--- src/rtl/tmr_compare.sv ---
module tmr_compare (
  input  logic        clk,
  input  logic        rst_n,
  input  logic        bus_wr,
  input  logic [2:0]  bus_addr,
  input  logic [7:0]  bus_wdata,
  output logic [15:0] timer_val,
  output logic        cmp_out,
  output logic        cmp_flag,
  output logic        ovf_flag,
  output logic        conv_start
);

  logic [15:0] tmr_q, tmr_nxt, cmp_q;
  logic [3:0]  mode_q;
  logic        en_q;
  logic [1:0]  ps_q;
  logic [2:0]  pre_q, pmask;
  logic        out_q, cflag_q, oflag_q, conv_q, done_q;

  wire wr_tlo  = bus_wr && bus_addr == 3'd0;
  wire wr_thi  = bus_wr && bus_addr == 3'd1;
  wire wr_clo  = bus_wr && bus_addr == 3'd2;
  wire wr_chi  = bus_wr && bus_addr == 3'd3;
  wire wr_mode = bus_wr && bus_addr == 3'd4;
  wire wr_ctrl = bus_wr && bus_addr == 3'd5;
  wire wr_flag = bus_wr && bus_addr == 3'd6;
  wire tmr_wr  = wr_tlo || wr_thi;

  assign pmask = 3'((4'd1 << ps_q) - 4'd1);
  wire tick    = en_q && ((pre_q & pmask) == pmask);
  wire mode_on = mode_q[3:2] == 2'b10;
  wire hit     = mode_on && (tmr_q == cmp_q) && !done_q;
  wire trig    = hit && mode_q[1:0] == 2'b11;
  wire wrap    = tick && tmr_q == 16'hFFFF && !trig && !tmr_wr;

  always_comb begin
    tmr_nxt = tmr_q;
    if (wr_tlo)      tmr_nxt[7:0]  = bus_wdata;
    else if (wr_thi) tmr_nxt[15:8] = bus_wdata;
    else if (trig)   tmr_nxt       = 16'h0000;
    else if (tick)   tmr_nxt       = tmr_q + 16'd1;
  end

  always_ff @(posedge clk) begin
    if (!rst_n) begin
      tmr_q   <= '0;
      cmp_q   <= '0;
      mode_q  <= '0;
      en_q    <= 1'b0;
      ps_q    <= '0;
      pre_q   <= '0;
      out_q   <= 1'b0;
      cflag_q <= 1'b0;
      oflag_q <= 1'b0;
      conv_q  <= 1'b0;
      done_q  <= 1'b0;
    end else begin
      tmr_q  <= tmr_nxt;
      conv_q <= trig;
      done_q <= (tmr_nxt == tmr_q) ? (done_q | hit) : 1'b0;

      if (!en_q || trig || tmr_wr || tick) pre_q <= '0;
      else                                 pre_q <= pre_q + 3'd1;

      if (wr_clo) cmp_q[7:0]  <= bus_wdata;
      if (wr_chi) cmp_q[15:8] <= bus_wdata;
      if (wr_ctrl) begin
        en_q <= bus_wdata[0];
        ps_q <= bus_wdata[2:1];
      end

      if (wr_mode) begin
        mode_q <= bus_wdata[3:0];
        case (bus_wdata[3:0])
          4'b0000, 4'b1000: out_q <= 1'b0;
          4'b1001:          out_q <= 1'b1;
          default:          ;
        endcase
      end else if (hit && mode_q == 4'b1000) out_q <= 1'b1;
      else if (hit && mode_q == 4'b1001)     out_q <= 1'b0;

      if (hit)                             cflag_q <= 1'b1;
      else if (wr_flag && !bus_wdata[0])   cflag_q <= 1'b0;
      if (wrap)                            oflag_q <= 1'b1;
      else if (wr_flag && !bus_wdata[1])   oflag_q <= 1'b0;
    end
  end

  assign timer_val  = tmr_q;
  assign cmp_out    = out_q;
  assign cmp_flag   = cflag_q;
  assign ovf_flag   = oflag_q;
  assign conv_start = conv_q;

  a_r2_ovf_source: assert property (@(posedge clk) disable iff (!rst_n)
    $rose(oflag_q) |-> $past(tmr_q) == 16'hFFFF && tmr_q == 16'h0000);
  a_r3_flag_on_match: assert property (@(posedge clk) disable iff (!rst_n)
    hit |=> cflag_q);
  a_r4_pin_kept: assert property (@(posedge clk) disable iff (!rst_n)
    (hit && mode_q == 4'b1010 && !wr_mode) |=> $stable(out_q));
  a_r5_trig_clears: assert property (@(posedge clk) disable iff (!rst_n)
    (trig && !tmr_wr) |=> tmr_q == 16'h0000 && conv_q && !$rose(oflag_q));
  a_r5_one_pulse: assert property (@(posedge clk) disable iff (!rst_n)
    conv_q |=> !conv_q);
  a_r6_mode_clear: assert property (@(posedge clk) disable iff (!rst_n)
    (wr_mode && bus_wdata[3:0] == 4'b0000) |=> !out_q);
  a_r7_single_shot: assert property (@(posedge clk) disable iff (!rst_n)
    (hit && tmr_nxt == tmr_q && !wr_mode && !wr_clo && !wr_chi) |=> !hit);

endmodule

--- config.mk ---
export PLATFORM = sky130hd
export DESIGN_NAME = tmr_compare
export DESIGN_NICKNAME = d
export VERILOG_FILES = /design/src/rtl/tmr_compare.sv
export SDC_FILE = /design/constraint.sdc
export NUM_CORES = 1
export LEC_CHECK = 0
export ABC_AREA = 1
export BUFFER_PORTS_ARGS = -buffer_cell sky130_fd_sc_hd__buf_4
export CORE_MARGIN = 1
export CORE_UTILIZATION = 45
export DETAILED_ROUTE_END_ITERATION = 10
export PLACE_DENSITY = 0.62
export SLEW_MARGIN = 20
export SYNTH_ARGS = -nofsm -noshare
export SYNTH_HDL_FRONTEND = slang
export SYNTH_SLANG_ARGS = --single-unit
--- constraint.sdc ---
create_clock -name clk -period 2.52 [get_ports clk]
set_input_delay 0.126 -clock clk [delete_from_list [all_inputs] [get_ports clk]]
set_output_delay 0.126 -clock clk [all_outputs]
set_load 0.05 [all_outputs]
# [Word level (Yosys, flattened, before mapping)]
# Index checks and enable logic that the tools add are counted.
# Widths: inputs -> output; s select.
[op_classes] n_mux=14 reduce_logical=37 n_addsub=3 shifts=1 n_eq_ne=17 bitwise_logic=3
[op_table] op="$eq 16x16->1" n=2
[op_table] op="$mux 16" n=2
[op_table] op="$mux 8" n=4
[op_table] op="$logic_and 1x1->1" n=18
[op_table] op="$add 16x1->16 const B" n=1
[op_table] op="$eq 16x16->1 const B" n=1
[op_table] op="$eq 4x4->1 const B" n=4
[op_table] op="$eq 3x3->1 const B" n=3
[op_table] op="$mux 1" n=7
[op_table] op="$eq 3x2->1 const B" n=2
[op_table] op="$logic_not 1->1" n=6
[op_table] op="$eq 2x2->1 const B" n=2
[op_table] op="$logic_not 4->1" n=1
[op_table] op="$logic_or 1x1->1" n=4
[op_table] op="$reduce_and 2->1" n=2
[op_table] op="$reduce_bool 2->1" n=2
[op_table] op="$reduce_or 2->1" n=2
[op_table] op="$add 3x1->3 const B" n=1
[op_table] op="$and 3x3->3" n=1
[op_table] op="$eq 3x1->1 const B" n=1
[op_table] op="$eq 3x3->1" n=1
[op_table] op="$logic_not 3->1" n=1
[op_table] op="$ne 3x1->1 const B" n=1
[op_table] op="$reduce_bool 3->1" n=1
[op_table] op="other kinds (5)" n=5
[word_totals] input_bits=14 output_inout_bits=20 register_bits=47

# [Logic depth before layout (Yosys ltp)]
[depth] word_depth=11 depth_mapped=19 mapped_depth_nobuf=19

# [Worst setup path after synthesis]
# No wires, ideal clock.
[synth_path] path_kind="register to register" from="register tmr_q[0], in the netlist timer_val[0]" to="register done_q" path_buffers=0 setup_ns=0.062 t_arrival_ns=2.216 path_slack_ns=0.242 path_stages_with_launch=16 period_less_slack_ns=2.278 path_cell_list="dfxtp_1 > ha_1 > nand2_1 > nor3_2 > nand2_1 > nor2_2 > nand2_1 > xor2_1 > nand3_1 > nand3_1 > nand2_1 > nor2_1 > nand2_1 > nor2_1 > nand2_1 > nor2_2"
[synth_between] elab_chain_len=9
[synth_rtl] item="start: declaration" line_no="14" text="logic [15:0] tmr_q, tmr_nxt, cmp_q;"
[synth_rtl] item="start signal: assignment" line_no="59" text="tmr_q <= tmr_nxt;"
[synth_rtl] item="parallel branches: the longest is 9 deep, another holds $add 16x1->16"
[synth_rtl] item="end signal: assignment" line_no="61" text="done_q <= (tmr_nxt == tmr_q) ? (done_q | hit) : 1'b0;"
[synth_rtl] item="end: declaration" line_no="19" text="logic out_q, cflag_q, oflag_q, conv_q, done_q;"
# Parallel ways; which one is timed is not known.
# A chain may end at the register's enable or synchronous reset.

# [Worst setup path in the final report]
[layout_path] from="register tmr_q[3], in the netlist timer_val[3]" to="register done_q"
# The elaborated chain is that of the path after synthesis.

==> impl_metrics.json <==
{
  "status": "finished, violations left",
  "violations": "DRC",
  "cts_hold_buffers": 0,
  "startpoint_type": "flip-flop",
  "vias": 3377,
  "fmax_mhz": 443.3,
  "crit_end": "done_q",
  "worstMarginPinSlew_ns": 0.3991,
  "drc": 1,
  "worstSetupPathType": "reg2reg",
  "via_per_inst": 5.447,
  "synth_top_area_share": 0.3042,
  "numCtsBuffers": 5,
  "clock_latency_ns": 0.32,
  "rows": 29,
  "io_buffers": 33,
  "cts_tree": "done",
  "slew_headroom": 0.7336,
  "rr_worst_depth": 13,
  "cts_buffer_depth": 2,
  "irDropWorstVdd_v": 0.0002706,
  "finalCritPeriodShare": 0.8952,
  "cp_max_fo": 6,
  "start_util": 0.4762,
  "drt_wl_total_mm": 9.721,
  "cpPeakStageDelay_ns": 0.48,
  "utilization": 0.5400,
  "finalSetupViolCount": 0,
  "grt_max_degree": 25,
  "grt_pass1_wl_mm": 15.46,
  "drive_gt1_frac": 0.1510,
  "fin_ws_ns": 0.2640,
  "dp_hpwl_mm": 7.318,
  "yosys_warnings": 0,
  "critPathRequiredTime_ns": 2.74,
  "avgSynthCellArea_um2": 6.101,
  "place_ws_ns": 0.2179,
  "cts_root_buf": "clkbuf_8",
  "area_growth_pct": 13.39,
  "htree_levels": 2,
  "p_leak_nw": 1.603,
  "worstPathArrival_ns": 2.47,
  "reg2reg_slack_ns": 0.26,
  "track_usage": 0.2799,
  "wire_per_inst_um": 15.68,
  "synth_cell_types": 30,
  "initialDrtViolationCount": 329,
  "timing.rr.end": "done_q",
  "final_nets": 558,
  "ys_ff_latch": 47,
  "io_pins": 34,
  "cp-end-kind": "flip-flop",
  "yosysSeqAreaShare": 0.3042,
  "hold_viol": 0,
  "antenna_left": 0,
  "die_w_um": 84.91,
  "clk_pin_slew_worst_paths_ns": 0.09,
  "coreArea_um2": 6495,
  "critPathBufInv": 0,
  "postLayoutCellArea_um2": 3507,
  "synth_top_cell_by_area": "dfxtp_1",
  "maxCapViolCount": 0,
  "crit_start": "timer_val[3]",
  "worst_path_dominant_cell_family": "simple AND/OR/NAND/NOR gates",
  "dpl-instance-area_um2": 3408,
  "grt_overflow_total": 0,
  "slew_viol_final": 0,
  "antenna_found_initial": 0,
  "dr.pass1.iters": 8,
  "finClkSkew_ns": 0.008499,
  "postSynthCellCount": 507,
  "gp_congestion": 1.013,
  "pwr_density_cell_nw_per_um2": 467.4,
  "final.min_clock_period_ns": 2.256,
  "rsz0062_at_grt": "no",
  "path_cells": "nand2_1 -> nor2_1 -> nand2_1 -> nor2_2 -> nor2_1 -> nor2_1 -> nand2_1 -> nand2_1 -> o21ai_0 -> o21ai_0 -> nor2_1 -> nand3_1 -> nor2_2",
  "setup_tns_ns": 0,
  "numClockSinks": 47,
  "diodes": 0,
  "post_cts_buffers": 0,
  "die-area_um2": 7209,
  "reg2reg_from": "timer_val[3]",
  "crit_path_top_delay_cell": "dfxtp_1",
  "die_h_um": 84.91,
  "worst-path-stages": 13,
  "synth_fp_nets": 523,
  "min_path_type": "in2reg",
  "first_global_vias": 2952,
  "syn-cell-area_um2": 3093,
  "synth_area_leaders": "dfxtp_1 30%, nand2_1 17%, nand3_1 7.4%"
}
-- cells in the mapped netlist, drive strengths merged --
cell	n
buf	4
xor2	5
nand2	147
ha	2
a31oi	2
xnor2	5
inv	62
o21a	1
o21bai	1
nand3	47
nor3	9
and3	1
a21boi	1
nand3b	1
a21oi	38
nor2	71
dfxtp	47
nand4	8
clkbuf	7
o21ai	48
-- logic make-up after synthesis --
| logic type | Yosys count | share of synthesized area |
|---|---|---|
| and+or+nand+nor | 284 | 0.4098 |
| AOI/OAI and AO/OA | 91 | 0.1505 |
| buffers and inverters | 73 | 0.09911 |
| DFF | 47 | 0.3042 |
| xor gates and xnor gates | 10 | 0.02832 |
| adders and majority gates | 2 | 0.008089 |
-- worst min-delay path: stages --
cell and delay, ns:
buf_4 0.09, nor2_1 0.05, nand3_1 0.07, a21oi_1 0.06
-- per-stage QoR --
| step | total power, W | hold slack [ns] | instances |
|---|---|---|---|
| 2_1_floorplan | 0.001045 | 0.2609 | 507 |
| 3_3_place_gp | 0.001153 | 0.4428 | 612 |
| 3_5_place_dp | 0.001154 | 0.4473 | 612 |
| 4_1_cts | 0.001639 | 0.1238 | 620 |
| 5_1_grt | 0.001721 | 0.1360 | 620 |
| 6_report | 0.001639 | 0.1224 | 620 |
-- cells in the final DEF (no fill, tap or decap), drive strengths merged, types with 2 or more instances in the layout --
cell,Yosys,layout
a21oi,38,38
a31oi,2,2
buf,4,39
clkbuf,7,6
clkinv,0,2
dfxtp,47,47
ha,2,2
inv,62,62
nand2,147,147
nand3,47,47
nand4,8,8
nor2,71,71
nor3,9,9
o21ai,48,48
xnor2,5,5
xor2,5,5
-- final cells by class --
cell class | count | area, um2
clock buffer | 6 | 72.57
tap | 77 | 96.34
clock inverter | 2 | 17.52
timing repair buffer | 39 | 292.8
sequential | 47 | 943.4
fill | 690 | 2988
inverter | 62 | 232.7
multi-input combinational | 387 | 1852
-- how the worst min path moves through the flow --
stage,startpoint,endpoint,cells after the start
CTS,bus_wdata[4],cmp_q[12],3
finish,bus_addr[1],ps_q[1],4
global route,bus_wdata[4],cmp_q[12],3
floorplan,bus_wdata[3],cmp_q[11],2
global placement,bus_wdata[4],cmp_q[12],3
detailed placement,bus_wdata[4],cmp_q[12],3
-- per-layer routing --
layer,global-route usage,vias to the layer above,share of wire
met3,0.04767,16,0.068
met2,0.4494,139,0.45
li1,-,1696,-
met5,0,-,0
met4,0.07242,0,0.018
met1,0.3903,1526,0.47
-- flip-flops by register name, indices dropped and copies added (netlist names) --
signal	count
cmp_flag	1
cmp_q	16
mode_q	4
pre_q	3
timer_val	16
conv_start	1
ps_q	2
cmp_out	1
en_q	1
ovf_flag	1
done_q	1
-- where the power goes --
group	internal (W)	total (W)	switching (W)
sequential	0.000768	0.000800	0.0000324
clock	0.000200	0.000495	0.000295
combinational	0.000112	0.000344	0.000232
-- what timing repair did --
action / CTS / global route
endpoints found under the setup margin: 0 / 1
resized for setup: 0 / 3
hold endpoints to repair: 0 / 0
No activity file was read; power rests on OpenSTA's default activity.
